**src/rtl/irqf_pkg.sv**
```systemverilog
package irqf_pkg;
  typedef enum logic [2:0] {
    AK_NONE,
    AK_PRIO,
    AK_PEND,
    AK_ENA,
    AK_THR,
    AK_CLAIM
  } acc_kind_e;
endpackage

```
**src/rtl/irqf_decode.sv**
```systemverilog
module irqf_decode
  import irqf_pkg::*;
#(
  parameter int unsigned ADDR_W     = 24,
  parameter int unsigned NSRC       = 40,
  parameter int unsigned NTGT       = 2,
  parameter int unsigned NWORDS     = 2,
  parameter int unsigned SLOT_W     = 6,
  parameter int unsigned WI_W       = 1,
  parameter int unsigned TGT_W      = 1,
  parameter logic [ADDR_W-1:0] PRIO_BASE = '0,
  parameter logic [ADDR_W-1:0] PEND_BASE = '0,
  parameter logic [ADDR_W-1:0] EN_BASE   = '0,
  parameter int unsigned EN_STRIDE  = 128,
  parameter logic [ADDR_W-1:0] CTX_BASE  = '0,
  parameter int unsigned CTX_STRIDE = 4096
) (
  input  logic [ADDR_W-1:0] addr,
  output acc_kind_e         kind,
  output logic [SLOT_W-1:0] slot,
  output logic [WI_W-1:0]   word,
  output logic [TGT_W-1:0]  tgt
);
  localparam int unsigned EN_SH  = $clog2(EN_STRIDE);
  localparam int unsigned CTX_SH = $clog2(CTX_STRIDE);
  localparam logic [ADDR_W-1:0] PRIO_SPAN = ADDR_W'(NSRC * 4);
  localparam logic [ADDR_W-1:0] PEND_SPAN = ADDR_W'(NWORDS * 4);
  localparam logic [ADDR_W-1:0] EN_SPAN   = ADDR_W'(NTGT * EN_STRIDE);
  localparam logic [ADDR_W-1:0] CTX_SPAN  = ADDR_W'(NTGT * CTX_STRIDE);
  localparam logic [ADDR_W-1:0] EN_MASK   = ADDR_W'(EN_STRIDE - 1);
  localparam logic [ADDR_W-1:0] CTX_MASK  = ADDR_W'(CTX_STRIDE - 1);

  always_comb begin
    kind = AK_NONE;
    slot = SLOT_W'((addr - PRIO_BASE) >> 2);
    word = '0;
    tgt  = '0;
    if (addr[1:0] == 2'b00) begin
      if (addr >= PRIO_BASE && (addr - PRIO_BASE) < PRIO_SPAN) begin
        kind = AK_PRIO;
      end else if (addr >= PEND_BASE && (addr - PEND_BASE) < PEND_SPAN) begin
        kind = AK_PEND;
        word = WI_W'((addr - PEND_BASE) >> 2);
      end else if (addr >= EN_BASE && (addr - EN_BASE) < EN_SPAN) begin
        tgt = TGT_W'((addr - EN_BASE) >> EN_SH);
        if ((((addr - EN_BASE) & EN_MASK) >> 2) < ADDR_W'(NWORDS)) begin
          kind = AK_ENA;
          word = WI_W'(((addr - EN_BASE) & EN_MASK) >> 2);
        end
      end else if (addr >= CTX_BASE && (addr - CTX_BASE) < CTX_SPAN) begin
        tgt = TGT_W'((addr - CTX_BASE) >> CTX_SH);
        if (((addr - CTX_BASE) & CTX_MASK) == ADDR_W'(0)) kind = AK_THR;
        else if (((addr - CTX_BASE) & CTX_MASK) == ADDR_W'(4)) kind = AK_CLAIM;
      end
    end
  end
endmodule

```
**src/rtl/irqf_prio_tab.sv**
```systemverilog
module irqf_prio_tab #(
  parameter int unsigned NSRC   = 40,
  parameter int unsigned PRIO_W = 3,
  parameter int unsigned SLOT_W = 6
) (
  input  logic                     clk,
  input  logic                     rst_n,
  input  logic                     we,
  input  logic [SLOT_W-1:0]        slot,
  input  logic [PRIO_W-1:0]        wdata,
  output logic [PRIO_W-1:0]        rd,
  output logic [NSRC*PRIO_W-1:0]   prio_flat
);
  logic [PRIO_W-1:0] tab_q [NSRC];

  for (genvar n = 0; n < NSRC; n++) begin : g_slot
    always_ff @(posedge clk or negedge rst_n) begin
      if (!rst_n)                               tab_q[n] <= '0;
      else if (we && slot == SLOT_W'(n))        tab_q[n] <= wdata;
    end
    assign prio_flat[n*PRIO_W +: PRIO_W] = tab_q[n];
  end

  assign rd = tab_q[slot];

  // the written slot holds the truncated write data one cycle later
  p_prio_low_bits_r3: assert property (@(posedge clk) disable iff (!rst_n)
    we |=> tab_q[$past(slot)] == $past(wdata));
endmodule

```
**src/rtl/irqf_tgt_bank.sv**
```systemverilog
module irqf_tgt_bank #(
  parameter int unsigned NSRC     = 40,
  parameter int unsigned NTGT     = 2,
  parameter int unsigned NWORDS   = 2,
  parameter int unsigned PRIO_W   = 3,
  parameter int unsigned MAX_PRIO = 7,
  parameter int unsigned TGT_W    = 1,
  parameter int unsigned WI_W     = 1
) (
  input  logic                     clk,
  input  logic                     rst_n,
  input  logic                     en_we,
  input  logic                     thr_we,
  input  logic [TGT_W-1:0]         tgt,
  input  logic [WI_W-1:0]          word,
  input  logic [31:0]              wdata,
  output logic [31:0]              en_rd,
  output logic [PRIO_W-1:0]        thr_rd,
  output logic [NTGT*NSRC-1:0]     en_flat,
  output logic [NTGT*PRIO_W-1:0]   thr_flat
);
  localparam int unsigned EN_BITS = NWORDS * 32;

  logic [EN_BITS-1:0] en_q  [NTGT];
  logic [PRIO_W-1:0]  thr_q [NTGT];
  logic               thr_ok;

  assign thr_ok = (wdata <= 32'(MAX_PRIO));

  for (genvar t = 0; t < NTGT; t++) begin : g_tgt
    always_ff @(posedge clk or negedge rst_n) begin
      if (!rst_n) begin
        en_q[t]  <= '0;
        thr_q[t] <= '0;
      end else begin
        if (en_we && tgt == TGT_W'(t))
          en_q[t][32*word +: 32] <= wdata;
        if (thr_we && tgt == TGT_W'(t) && thr_ok)
          thr_q[t] <= PRIO_W'(wdata);
      end
    end
    assign en_flat[t*NSRC +: NSRC]      = en_q[t][NSRC:1];
    assign thr_flat[t*PRIO_W +: PRIO_W] = thr_q[t];

    // an over-range threshold write leaves the threshold unchanged
    p_thr_drop_r6: assert property (@(posedge clk) disable iff (!rst_n)
      (thr_we && tgt == TGT_W'(t) && wdata > 32'(MAX_PRIO)) |=> $stable(thr_q[t]));
  end

  assign en_rd  = en_q[tgt][32*word +: 32];
  assign thr_rd = thr_q[tgt];
endmodule

```
**src/rtl/irq_reg_front.sv**
```systemverilog
module irq_reg_front
  import irqf_pkg::*;
#(
  parameter int unsigned ADDR_W     = 24,
  parameter int unsigned NSRC       = 40,
  parameter int unsigned NTGT       = 2,
  parameter int unsigned PRIO_W     = 3,
  parameter int unsigned MAX_PRIO   = 7,
  parameter logic [ADDR_W-1:0] PRIO_BASE = 24'h00_0000,
  parameter logic [ADDR_W-1:0] PEND_BASE = 24'h00_1000,
  parameter logic [ADDR_W-1:0] EN_BASE   = 24'h00_2000,
  parameter int unsigned EN_STRIDE  = 128,
  parameter logic [ADDR_W-1:0] CTX_BASE  = 24'h20_0000,
  parameter int unsigned CTX_STRIDE = 4096,
  localparam int unsigned NWORDS = (NSRC + 32) / 32,
  localparam int unsigned ID_W   = $clog2(NSRC + 1),
  localparam int unsigned TGT_W  = (NTGT > 1) ? $clog2(NTGT) : 1
) (
  input  logic                     clk,
  input  logic                     rst_n,
  input  logic                     req_valid,
  output logic                     req_ready,
  input  logic                     req_write,
  input  logic [ADDR_W-1:0]        req_addr,
  input  logic [31:0]              req_wdata,
  output logic                     rsp_valid,
  input  logic                     rsp_ready,
  output logic [31:0]              rsp_rdata,
  output logic                     rsp_err,
  input  logic [NSRC-1:0]          pend_in,
  input  logic [ID_W-1:0]          claim_id,
  output logic                     claim_stb,
  output logic                     cmpl_stb,
  output logic [TGT_W-1:0]         stb_tgt,
  output logic [ID_W-1:0]          cmpl_id,
  output logic [NSRC*PRIO_W-1:0]   prio_flat,
  output logic [NTGT*NSRC-1:0]     en_flat,
  output logic [NTGT*PRIO_W-1:0]   thr_flat
);
  localparam int unsigned SLOT_W = (NSRC > 1) ? $clog2(NSRC) : 1;
  localparam int unsigned WI_W   = (NWORDS > 1) ? $clog2(NWORDS) : 1;

  acc_kind_e          kind;
  logic [SLOT_W-1:0]  slot;
  logic [WI_W-1:0]    word;
  logic               acc, bad;
  logic [PRIO_W-1:0]  prio_rd, thr_rd;
  logic [31:0]        en_rd, rd_val;
  logic [NWORDS*32-1:0] pend_vec;

  irqf_decode #(
    .ADDR_W(ADDR_W), .NSRC(NSRC), .NTGT(NTGT), .NWORDS(NWORDS),
    .SLOT_W(SLOT_W), .WI_W(WI_W), .TGT_W(TGT_W),
    .PRIO_BASE(PRIO_BASE), .PEND_BASE(PEND_BASE),
    .EN_BASE(EN_BASE), .EN_STRIDE(EN_STRIDE),
    .CTX_BASE(CTX_BASE), .CTX_STRIDE(CTX_STRIDE)
  ) u_dec (
    .addr(req_addr), .kind(kind), .slot(slot), .word(word), .tgt(stb_tgt)
  );

  assign req_ready = !rsp_valid || rsp_ready;
  assign acc       = req_valid && req_ready;
  assign bad       = (kind == AK_NONE) || (kind == AK_PEND && req_write);

  irqf_prio_tab #(.NSRC(NSRC), .PRIO_W(PRIO_W), .SLOT_W(SLOT_W)) u_prio (
    .clk(clk), .rst_n(rst_n),
    .we(acc && req_write && kind == AK_PRIO),
    .slot(slot), .wdata(req_wdata[PRIO_W-1:0]),
    .rd(prio_rd), .prio_flat(prio_flat)
  );

  irqf_tgt_bank #(
    .NSRC(NSRC), .NTGT(NTGT), .NWORDS(NWORDS), .PRIO_W(PRIO_W),
    .MAX_PRIO(MAX_PRIO), .TGT_W(TGT_W), .WI_W(WI_W)
  ) u_tgt (
    .clk(clk), .rst_n(rst_n),
    .en_we(acc && req_write && kind == AK_ENA),
    .thr_we(acc && req_write && kind == AK_THR),
    .tgt(stb_tgt), .word(word), .wdata(req_wdata),
    .en_rd(en_rd), .thr_rd(thr_rd),
    .en_flat(en_flat), .thr_flat(thr_flat)
  );

  always_comb begin
    pend_vec = '0;
    pend_vec[NSRC:1] = pend_in;
  end

  always_comb begin
    unique case (kind)
      AK_PRIO:  rd_val = 32'(prio_rd);
      AK_PEND:  rd_val = pend_vec[32*word +: 32];
      AK_ENA:   rd_val = en_rd;
      AK_THR:   rd_val = 32'(thr_rd);
      AK_CLAIM: rd_val = 32'(claim_id);
      default:  rd_val = '0;
    endcase
  end

  assign claim_stb = acc && !req_write && kind == AK_CLAIM;
  assign cmpl_stb  = acc && req_write && kind == AK_CLAIM &&
                     (req_wdata <= 32'(NSRC));
  assign cmpl_id   = req_wdata[ID_W-1:0];

  always_ff @(posedge clk or negedge rst_n) begin
    if (!rst_n) begin
      rsp_valid <= 1'b0;
      rsp_rdata <= '0;
      rsp_err   <= 1'b0;
    end else if (acc) begin
      rsp_valid <= 1'b1;
      rsp_err   <= bad;
      rsp_rdata <= (req_write || bad) ? 32'h0 : rd_val;
    end else if (rsp_ready) begin
      rsp_valid <= 1'b0;
    end
  end

  // a stalled response does not move
  p_rsp_hold_r1: assert property (@(posedge clk) disable iff (!rst_n)
    (rsp_valid && !rsp_ready) |=> (rsp_valid && $stable(rsp_rdata) && $stable(rsp_err)));

  // misaligned accesses answer with an error and zero data
  p_misalign_err_r2: assert property (@(posedge clk) disable iff (!rst_n)
    (req_valid && req_ready && req_addr[1:0] != 2'b00) |=>
      (rsp_valid && rsp_err && rsp_rdata == 32'h0));

  // a claim returns the ID offered during the strobe cycle
  p_claim_ret_r7: assert property (@(posedge clk) disable iff (!rst_n)
    claim_stb |=> (rsp_valid && !rsp_err && rsp_rdata == 32'($past(claim_id))));

  // completes only carry IDs in range
  p_cmpl_range_r8: assert property (@(posedge clk) disable iff (!rst_n)
    cmpl_stb |-> (req_wdata <= 32'(NSRC) && !claim_stb));

  // error responses carry zero data
  p_err_zero_r9: assert property (@(posedge clk) disable iff (!rst_n)
    (rsp_valid && rsp_err) |-> (rsp_rdata == 32'h0));
endmodule

```
**config.mk**
```make
export PLATFORM = sky130hd
export DESIGN_NAME = irq_reg_front
export DESIGN_NICKNAME = d
export VERILOG_FILES = /design/src/rtl/irqf_pkg.sv /design/src/rtl/irqf_decode.sv /design/src/rtl/irqf_prio_tab.sv /design/src/rtl/irqf_tgt_bank.sv /design/src/rtl/irq_reg_front.sv
export SDC_FILE = /design/constraint.sdc
export NUM_CORES = 1
export LEC_CHECK = 0
export BUFFER_PORTS_ARGS = -buffer_cell sky130_fd_sc_hd__buf_2
export CORE_MARGIN = 2
export CORE_UTILIZATION = 30
export CTS_CLUSTER_DIAMETER = 30
export DETAILED_ROUTE_END_ITERATION = 16
export GPL_TIMING_DRIVEN = 0
export SYNTH_ARGS = -nofsm -noshare
export SYNTH_HDL_FRONTEND = slang
export SYNTH_HIERARCHICAL = 1
export SYNTH_SLANG_ARGS = --single-unit
```
**constraint.sdc**
```tcl
create_clock -name clk -period 3.6 [get_ports clk]
set_input_delay 0.18 -clock clk [delete_from_list [all_inputs] [get_ports clk]]
set_output_delay 0.18 -clock clk [all_outputs]
set_load 0.05 [all_outputs]
```
==> metrics.txt <==
RSZ-0062 raised after global routing=true; Leak=10.6 nW; Seq cells post-synth=288; Clock Latency Late Sink=0.59 ns; Synth Flop Type=dfrtp_1; f_max=0.279 GHz; Net Sw Frac=22.5%; Worst Path Arrival=3.40 ns; Pwr Total=10.6 mW; Worst slew margin=36.5%; Post-DRT Antenna Nets=0; final clock skew=0.0193 ns; clk slew on worst S/H paths=0.04 ns; Max Cap Viol=0; number of synthesized flops with an enable pin=0; Critical Path Fanout Max=10; Fill cells=4477; Layout area overhead=42.7%; post-layout minimum cycle time=3.58 ns; DPL Wire Length=38.7 mm; Root Driver=clkbuf_16; P_sw=2.37 mW; Worst Setup End Kind=output port; Final Cycle Share=99.5%; CTS Sinks=288; VDD IR max=0.472 mV; Mapped Cells=1101; Starting Density=30.5%; fin cells=2287; Synth Cell Area=14600 µm²; Flop pwr share=30.9%; vias per inst=5.07; drt wl/cell=23.0 µm; GRT Total Usage=20.7%; core footprint=47800 µm²; Slew @ Worst Pin=0.944 ns; Mean Syn Cell Area=13.3 µm²; top cells by count, synth=288 x dfrtp_1, 258 x mux2_2, 104 x buf_4; Critical Path Start Type=input port; htree depth=3; total global routing overflow=0; nets@finish=1722; via count=11600; most common cell in the netlist=dfrtp_1; outcome=completed; die area=50500 µm²; clock tree buffer depth=3; CTS tree=done; Yosys top cell area share=49.4%; Logic pwr share=4.4%; Die H=225 µm; placed insts=2072; iteration count of the initial detailed-routing pass=5; async set or reset register ratio after synthesis=100%; internal power=8.18 mW; layout cell share with drive strength beyond 1=60.0%; Yosys Warn Count=6; final WL=52.7 mm; largest net degree at the start of global routing=110; final setup violation count=0; initial antenna violation count=4; IO Port Bufs=354; Clock power frac=64.8%; GPL Wtd Cong=0.847; Die Width=225 µm; Hold WC Path Type=in2reg; Pins Over Slew Limit=0; syn nets=1211; vias in the first global route=12400; post-route setup TNS=0 ns; top-level port count=357; first-pass GRT wire length=77.8 mm; DRT iter0 DRCs=805; ranking of synthesized cells by area=dfrtp_1 49%, mux2_2 20%, mux4_2 9.6%, buf_4 5.3%, a22oi_1 2.0%; DRC Markers=0; PwrDens=506 nW/µm²; placement row count=80; register area share after synthesis=49.4%; CP required=3.42 ns; Worst Setup Path Type=in2out; final hold viol count=0; Unique masters post-synth=63; Num CTS Buffers=78; area leader, netlist=dfrtp_1
worst max-delay path, cell delays in order:
cell and delay, ns:
buf_2 0.12, or4_4 0.54, or4_4 0.57, o31a_2 0.39
nand4_1 0.14, nand2_2 0.10, buf_6 0.16, and2b_1 0.23
and2_4 0.19, nand4_1 0.16, nor4b_4 0.40, buf_6 0.21
repair_timing:
action / 4_1_cts / 5_1_grt
endpoints found under the setup margin: 164 / 233
pin swaps: 7 / 6
buffers inserted: 4 / 12
resized for setup: 30 / 12
endpoints found under the hold margin: 236 / 0
hold buffers: 59 / 0
power by group through the flow:
| stage | registers [mW] | logic (mW) | clock network [mW] |
|---|---|---|---|
| floorplan | 3.31 | 0.140 | 0 |
| global placement | 3.30 | 0.391 | 0 |
| CTS | 3.26 | 0.462 | 6.94 |
| detailed placement | 3.30 | 0.404 | 0 |
| finish | 3.26 | 0.463 | 6.83 |
| global route | 3.25 | 0.498 | 7.14 |
metrics by stage:
stage          hold WS [ns]  instance area [µm²]  setup WS (ns)  util [%]
4_1_cts              0.0190                20700         -0.119      43.2
2_1_floorplan        -0.116                14700        -0.0106         -
6_report             0.0437                20800         0.0187      43.6
5_1_grt              0.0635                20800        -0.0596      43.5
3_3_place_gp          0.436                17200          -3.15      36.1
3_5_place_dp          0.276                17300         -0.905      36.2
state kept, by name, indices dropped and copies added, names as in the netlist:
register          count
u_tgt/en_flat        80
rsp_err               1
u_tgt/en_q           48
u_prio/prio_flat    120
rsp_rdata            32
u_tgt/thr_flat        6
rsp_valid             1
metal layers:
layer	up-vias	track usage, %	routed length [µm]
li1	5065	-	-
met3	108	7.18	4580
met1	5878	24.4	20700
met2	533	34.3	25300
met4	0	9.21	2080
met5	-	0	0
worst paths after layout:
path	from	end	slack, ns	cells after the start
max	req_addr[13]	cmpl_stb	0.02	12
min	pend_in[7]	rsp_rdata[8]	0.04	5
max reg2reg	rsp_valid	u_prio/prio_flat[73]	0.70	8
min reg2reg	rsp_rdata[19]	rsp_rdata[19]	0.47	2
max in group asynchronous	rst_n	u_prio/prio_flat[64]	2.31	3
min in group asynchronous	rst_n	rsp_rdata[13]	0.25	2
cell families after synthesis:
| kind of cell | after synthesis | share of synthesized area [%] |
|---|---|---|
| flip-flops | 288 | 49.4 |
| multiplexers | 334 | 30.4 |
| AO/OA/AOI/OAI | 110 | 4.94 |
| adder cells (fa/ha/maj) | 3 | 0.257 |
| buffers and inverters | 167 | 7.30 |
| XOR/XNOR | 3 | 0.180 |
| AND/OR/NAND/NOR | 196 | 7.55 |
layout make-up:
| class | count | area, µm² | share of cell area (%) |
|---|---|---|---|
| flip-flops and latches | 288 | 7210 | 34.6 |
| multi-input cells | 646 | 6550 | 31.4 |
| repair buffers | 431 | 2560 | 12.3 |
| clock buffers | 105 | 2260 | 10.8 |
| plain buffers | 162 | 1090 | 5.24 |
| well taps | 615 | 769 | 3.69 |
| clock inverters | 31 | 379 | 1.82 |
| inverters | 5 | 18.8 | 0.0901 |
| diodes | 4 | 10.0 | 0.0480 |
placed cells by master, fill, tap and decap left out, types with 23 or more instances in the layout:
master and count:
o21ai_1 23, buf_2 372, dlygate4sd3_1 59, dfrtp_1 288, nand2_1 58, buf_4 118
mux2_2 255, clkbuf_1 36, mux4_2 62, clkbuf_16 80, a22oi_1 38
No activity file was read; power rests on OpenSTA's default activity.
